<file path="src/rtl/oneshot_pkg.sv">
package oneshot_pkg;
  typedef enum logic {
    MODE_SINGLE = 1'b0,
    MODE_RETRIG = 1'b1
  } os_mode_e;

  localparam int MIN_SYNC_STAGES = 2;
endpackage

</file>
<file path="src/rtl/os_sync.sv">
module os_sync #(
  parameter int STAGES  = 2,
  parameter bit RST_VAL = 1'b0
) (
  input  logic clk,
  input  logic rst_n,
  input  logic d,
  output logic q
);
  logic [STAGES-1:0] chain;

  for (genvar i = 0; i < STAGES; i++) begin : g_stage
    if (i == 0) begin : g_first
      always_ff @(posedge clk or negedge rst_n) begin
        if (!rst_n) chain[0] <= RST_VAL;
        else        chain[0] <= d;
      end
    end else begin : g_next
      always_ff @(posedge clk or negedge rst_n) begin
        if (!rst_n) chain[i] <= RST_VAL;
        else        chain[i] <= chain[i-1];
      end
    end
  end

  assign q = chain[STAGES-1];
endmodule

</file>
<file path="src/rtl/os_trig_detect.sv">
module os_trig_detect (
  input  logic clk,
  input  logic rst_n,
  input  logic rise_s,
  input  logic fall_s,
  input  logic enable,
  output logic hit
);
  // The previous samples reset to each pin's active level, so a pin that
  // is already active when reset is released does not fire.
  logic rise_d, fall_d;
  logic hit_rise, hit_fall;

  always_ff @(posedge clk or negedge rst_n) begin
    if (!rst_n) begin
      rise_d <= 1'b1;
      fall_d <= 1'b0;
    end else begin
      rise_d <= rise_s;
      fall_d <= fall_s;
    end
  end

  // Each edge is qualified by the level of the other pin.
  assign hit_rise = rise_s & ~rise_d & fall_s;
  assign hit_fall = ~fall_s & fall_d & ~rise_s;
  assign hit      = enable & (hit_rise | hit_fall);
endmodule

</file>
<file path="src/rtl/os_pulse_timer.sv">
module os_pulse_timer
  import oneshot_pkg::*;
#(
  parameter int W = 8
) (
  input  logic         clk,
  input  logic         rst_n,
  input  logic         clr_ok,
  input  logic         hit,
  input  os_mode_e     mode,
  input  logic [W-1:0] width,
  output logic         accept,
  output logic         active,
  output logic [W-1:0] cnt
);
  localparam logic [W-1:0] ZERO = '0;
  localparam logic [W-1:0] ONE  = W'(1);

  assign active = (cnt != ZERO);
  assign accept = hit & clr_ok & ((mode == MODE_RETRIG) | ~active);

  always_ff @(posedge clk or negedge rst_n) begin
    if (!rst_n)      cnt <= ZERO;
    else if (!clr_ok) cnt <= ZERO;
    else if (accept)  cnt <= width;
    else if (active)  cnt <= cnt - ONE;
  end
endmodule

</file>
<file path="src/rtl/oneshot_retrig.sv">
module oneshot_retrig
  import oneshot_pkg::*;
#(
  parameter int W           = 8,
  parameter int SYNC_STAGES = 2
) (
  input  logic         clk,
  input  logic         rst_n,
  input  logic         rise_in,
  input  logic         fall_in,
  input  logic         clr_n,
  input  logic         retrig_en,
  input  logic [W-1:0] width,
  output logic         pulse,
  output logic         pulse_n
);
  localparam int STG = (SYNC_STAGES < MIN_SYNC_STAGES) ? MIN_SYNC_STAGES : SYNC_STAGES;

  logic rise_s, fall_s, clr_ok;
  logic hit, accept, active;
  logic [W-1:0] cnt;

  // The rise pin resets high and the fall pin resets low, so neither
  // fires spuriously after reset. The clear chain resets to "clearing".
  os_sync #(.STAGES(STG), .RST_VAL(1'b1)) u_sync_rise (
    .clk(clk), .rst_n(rst_n), .d(rise_in), .q(rise_s));
  os_sync #(.STAGES(STG), .RST_VAL(1'b0)) u_sync_fall (
    .clk(clk), .rst_n(rst_n), .d(fall_in), .q(fall_s));
  os_sync #(.STAGES(STG), .RST_VAL(1'b0)) u_sync_clr (
    .clk(clk), .rst_n(rst_n), .d(clr_n), .q(clr_ok));

  os_trig_detect u_detect (
    .clk(clk), .rst_n(rst_n), .rise_s(rise_s), .fall_s(fall_s),
    .enable(clr_ok), .hit(hit));

  os_pulse_timer #(.W(W)) u_timer (
    .clk(clk), .rst_n(rst_n), .clr_ok(clr_ok), .hit(hit),
    .mode(os_mode_e'(retrig_en)), .width(width),
    .accept(accept), .active(active), .cnt(cnt));

  // The raw clear gates the output so the pulse drops without waiting
  // for the synchronizer.
  assign pulse   = active & clr_n;
  assign pulse_n = ~pulse;
endmodule

</file>
<file path="config.mk">
export PLATFORM = sky130hd
export DESIGN_NAME = oneshot_retrig
export DESIGN_NICKNAME = d
export VERILOG_FILES = /design/src/rtl/oneshot_pkg.sv /design/src/rtl/os_sync.sv /design/src/rtl/os_trig_detect.sv /design/src/rtl/os_pulse_timer.sv /design/src/rtl/oneshot_retrig.sv
export SDC_FILE = /design/constraint.sdc
export NUM_CORES = 1
export LEC_CHECK = 0
export BUFFER_PORTS_ARGS = -buffer_cell sky130_fd_sc_hd__buf_2
export CAP_MARGIN = 20
export CORE_UTILIZATION = 43
export CTS_CLUSTER_SIZE = 10
export DETAILED_ROUTE_END_ITERATION = 16
export HOLD_SLACK_MARGIN = 0.03
export PLACE_DENSITY = 0.71
export SLEW_MARGIN = 10
export SYNTH_ARGS = -nofsm -noshare
export SYNTH_HDL_FRONTEND = slang
export SYNTH_SLANG_ARGS = --single-unit
</file>
<file path="constraint.sdc">
create_clock -name clk -period 4.1 [get_ports clk]
set_clock_uncertainty 0.1 [all_clocks]
set_input_delay 0.615 -clock clk [delete_from_list [all_inputs] [get_ports clk]]
set_output_delay 0.615 -clock clk [all_outputs]
set_load 0.05 [all_outputs]
</file>
# Word-level counts from Yosys, hierarchy flattened
# Cells that the tools add are included.
[word_totals]
wordCells = 30
input_bits = 14
register_bits = 16
output_inout_bits = 2
[classes]
muxes = 3
reduce_logical = 1
eq_ne = 1
n_bitwise = 15
add_sub_neg = 1
[op_table]
columns = ["operator", "count"]
rows = [
  ["$mux W8", 3],
  ["$and A1 B1 Y1", 8],
  ["$reduce_bool A8 Y1", 1],
  ["$sub A8 B1 Y8 const B", 1],
  ["$not A1 Y1", 5],
  ["$ne A3 B3 Y1 const B", 1],
  ["$or A1 B1 Y1", 2],
]

# Depth between registers and ports, before layout
[logic_depth]
ltp_word = 9
depth_mapped = 6
ltp_nobuf = 6

# Hierarchy
# Synthesis repeated with hierarchy kept, for this count alone.
[hier_totals]
cells_unflattened = 68
area_unflattened_um2 = 780.7
[by_module_without_submodules]
columns = ["mod", "seq_area_each_um2", "n_inst", "cells_each", "area_per_inst_um2"]
rows = [
  ["os_pulse_timer", 200.2, 1, 55, 543.0],
  ["os_sync (u_sync_clr ...)", 50.0, 2, 2, 50.0],
  ["os_trig_detect", 51.3, 1, 5, 75.1],
  ["os_sync (u_sync_rise)", 52.6, 1, 2, 52.6],
  ["oneshot_retrig", 0.0, 1, 2, 10.0],
]

# Worst setup path before layout
# OpenSTA, ideal clock, no wires.
[synth_timing]
path_type = "reg-to-output"
from = "register u_timer.cnt[0]"
to = "output pulse"
t_required_ns = 3.385
slack_ns = 1.636
path_stages_with_launch = 7
path_buffers = 0
arrival_time_ns = 1.749
cell_sequence = "dfrtp_1 > inv_1 > ha_1 > nor3b_1 > nand2_1 > nand2_1 > inv_1"
[synth_between]
elab_chain_len = 2
[synth_lines]
columns = ["item", "line", "text"]
rows = [
  ["start, declared", "os_pulse_timer.sv:14", "output logic [W-1:0] cnt"],
  ["start signal, assigned", "os_pulse_timer.sv:25", "else if (accept) cnt <= width;"],
  ["start signal, assigned", "os_pulse_timer.sv:26", "else if (active) cnt <= cnt - ONE;"],
  ["$reduce_bool A8 Y1", "os_pulse_timer.sv:19", "assign active = (cnt != ZERO);"],
  ["$and A1 B1 Y1", "oneshot_retrig.sv:43", "assign pulse = active & clr_n;"],
  ["end, declared", "oneshot_retrig.sv:14", "output logic pulse,"],
]
# No other way between the ends.

# Worst setup path in the final report
[layout_timing]
from = "register u_timer.cnt[0]"
to = "output pulse_n"
[layout_between]
elab_chain_len = 3
[layout_lines]
columns = ["item", "line", "text"]
rows = [
  ["$reduce_bool A8 Y1", "os_pulse_timer.sv:19", ""],
  ["$and A1 B1 Y1", "oneshot_retrig.sv:43", ""],
  ["$not A1 Y1", "oneshot_retrig.sv:44", "assign pulse_n = ~pulse;"],
  ["end, declared", "oneshot_retrig.sv:15", "output logic pulse_n"],
]
# No other way between the ends.

==> flow_metrics.tcl <==
set metrics [dict create \
    rsz0062_at_grt "false" \
    power_frac_comb_pct 45.7 \
    p_int_uw 386 \
    regToRegStartpoint "u_timer.cnt[0]$_DFFE_PN0P_" \
    wirelength_um 1470 \
    synthArstFlopShare_pct 100 \
    max_stage_delay_ns 0.41 \
    synth_commonest_cells "dfrtp_1 (13), nor3_1 (6), xnor2_1 (4)" \
    hpwl_um 1070 \
    critPathSlowestCell "dfrtp_1" \
    syn-cell-area_um2 791 \
    drt_iter0_drc 8 \
    die_area_um2 2010 \
    wire_per_inst_um 13.2 \
    yosysWarnings 0 \
    clkPwrFrac_pct 16.1 \
    seq_power_share_pct 38.3 \
    synth_area_leaders "dfrtp_1 (41%), dfstp_2 (10%), xnor2_1 (4.4%)" \
    gr-total-overflow 0 \
    post-route-period-util_pct 62.0 \
    cts_made_buffers 3 \
    synth_seq_cells 16 \
    timing.critical_path.required_ns 3.38 \
    p_sw_share_pct 39.6 \
    max_freq_mhz 393 \
    grt_pass1_vias 511 \
    fp.dieW_um 44.9 \
    cts_sinks 16 \
    p_leak_uw 0.000419 \
    critical-path-top-delay-family "simple AND/OR/NAND/NOR gates" \
    cp_max_fo 5 \
    worstPathArrival_ns 1.83 \
    path_clk_slew_ns 0.09 \
    slew_violations 0 \
    ir_drop_mv 0.279 \
    highest_layer "met4" \
    viasPerCell 5.15 \
    drtAntennaViolNets 0 \
    setup_viol 0 \
    synth_flop_cell "dfrtp_1" \
    synthCells 67 \
    max_slew_margin_pct 67.7 \
    htreeDepth 1 \
    cp-start-kind "flop" \
    max-cap-violations 0 \
    place_ws_ns 1.89 \
    port-buffer-count 15 \
    powerDensity_nw_per_um2 685 \
    finalHoldWorstSlack_ns 0.120 \
    switching_power_uw 253 \
    synth_cell_type_count 31 \
    std_cell_rows 15 \
    synth_nets 83 \
    drive_above_1_share_pct 38.4 \
    synth_most_common_cell "dfrtp_1" \
    syn_area_per_cell_um2 11.8 \
    worstSetupPathType "reg -> out" \
    cts_buffer_depth 2 \
    setup_ws_ns 1.56 \
    path_buf_inv 2 \
    synth_top_area_share_pct 41.1 \
    final_util_pct 54.1 \
    wl_met1_um 746 \
    nNetsFinal 103 \
    antenna_found_initial 0 \
    synth_edf_count 0 \
    grt_first_pass_wirelength_um 2320 \
    areaGrowthSynthToFinish_pct 18.0 \
    cp_common_cell "nand2_1" \
    coreArea_um2 1730 \
    tightestPinTransition_ns 0.485 \
    outcome "finished, final reports clean" \
    cts_root_buf "clkbuf_4" \
    drt_pass1_iterations 3 \
    cts_tree "built" \
    worstPathCellList "inv_1 -> ha_1 -> nor3b_1 -> nand2_1 -> nand2_1 -> buf_2" \
    yosysTopAreaCell "dfrtp_1" \
    final.min_clock_period_ns 2.54 \
    cts_resized 0 \
    setup_tns_ns 0 \
    start_util_pct 45.8 \
    ys_seq_area_share_pct 51.1 \
    route.vias.total 572 \
    io_pins 16 \
    dr_wl_met2_um 624 \
    cts_setup_buffers 0 \
    crit_path_end_kind "output pin" \
    wl_met3_um 72 \
    hold_viol 0 \
    hold_buffers 0 \
    clk_latency_ns 0.29 \
    grt_util_all_layers_pct 16.7 \
    gp_congestion 0.788 \
    hold_class "in -> async" \
    n_antenna_cell 0 \
    grt_max_degree 17 \
    drc 0 \
    die_y_um 44.9 \
    startpoint "u_timer.cnt[0]$_DFFE_PN0P_" \
]
-- placed cells by master (no fill, tap or decap), drive strengths merged --
cell    instances
buf            15
dfrtp          13
nor3            7
a211oi          5
xnor2           4
nand2           4
clkbuf          4
inv             3
a21oi           3
dfstp           3
nor2            2
and3            2
or3             2
o311a           2
ha              2
nor3b           2
or3b            2
o21ai           2
nor4            1
a21o            1
nand3b          1
a21boi          1
a21bo           1
or4             1
xor2            1
or2             1
a311oi          1
-- area by class of cell --
cell class / count / area [um^2]
well taps: 25 / 31.3
fillers: 170 / 793
flip-flops and latches: 16 / 404
multi-input cells: 48 / 375
repair buffers: 15 / 75.1
clock buffers: 4 / 36.3
inverters: 3 / 11.3
-- layer usage --
layer | vias to the layer above | global-route usage [%]
met5 | - | 0
met4 | 0 | 7.27
met3 | 5 | 5.20
met2 | 13 | 23.8
met1 | 269 | 23.5
li1 | 285 | -
-- state kept, by name, summed over array words and instances, names as in the netlist --
signal / flops
u_detect.fall_d: 1
u_detect.rise_d: 1
u_sync_clr.q: 1
u_sync_fall.chain: 1
u_sync_rise.chain: 1
u_sync_clr.chain: 1
u_sync_fall.q: 1
u_sync_rise.q: 1
u_timer.cnt: 8
-- metrics by stage --
| stage | instances | total power [uW] | cell area [um^2] |
|---|---|---|---|
| after CTS | 111 | 644 | 933 |
| after global placement | 107 | 532 | 897 |
| after global routing | 111 | 687 | 933 |
| after detailed placement | 107 | 537 | 897 |
| after floorplan | 67 | 479 | 791 |
| final | 111 | 639 | 933 |
-- kinds of logic (layout without fill, tap and decap cells) --
logic type	count (synthesis)	in the layout	share of synthesized area, %
buffers and inverters	3	22	1.42
DFF	16	16	51.1
AOI/OAI and AO/OA	16	16	16.9
adders and majority gates	2	2	3.16
and+or+nand+nor	25	25	21.8
xor gates and xnor gates	5	5	5.54
-- power groups by stage --
stage	clock, uW	sequential [uW]	combinational [uW]
2_1_floorplan	0	237	242
3_3_place_gp	0	246	286
3_5_place_dp	0	246	291
4_1_cts	106	244	294
5_1_grt	113	253	322
6_report	103	245	292
-- worst paths after layout --
path / end / slack [ns] / depth (start not counted)
setup / recovery: pulse_n / 1.56 / 6
hold / removal: u_detect.fall_d$_DFF_PN0_ / 0.12 / 1
setup reg to reg: u_timer.cnt[1]$_DFFE_PN0P_ / 2.22 / 6
hold reg to reg: u_sync_fall.q$_DFF_PN0_ / 0.26 / 0
max in group asynchronous: u_sync_rise.chain[0]$_DFF_PN1_ / 3.48 / 1
min in group clk: u_sync_fall.q$_DFF_PN0_ / 0.26 / 0
(Power assumes the default switching activity.)
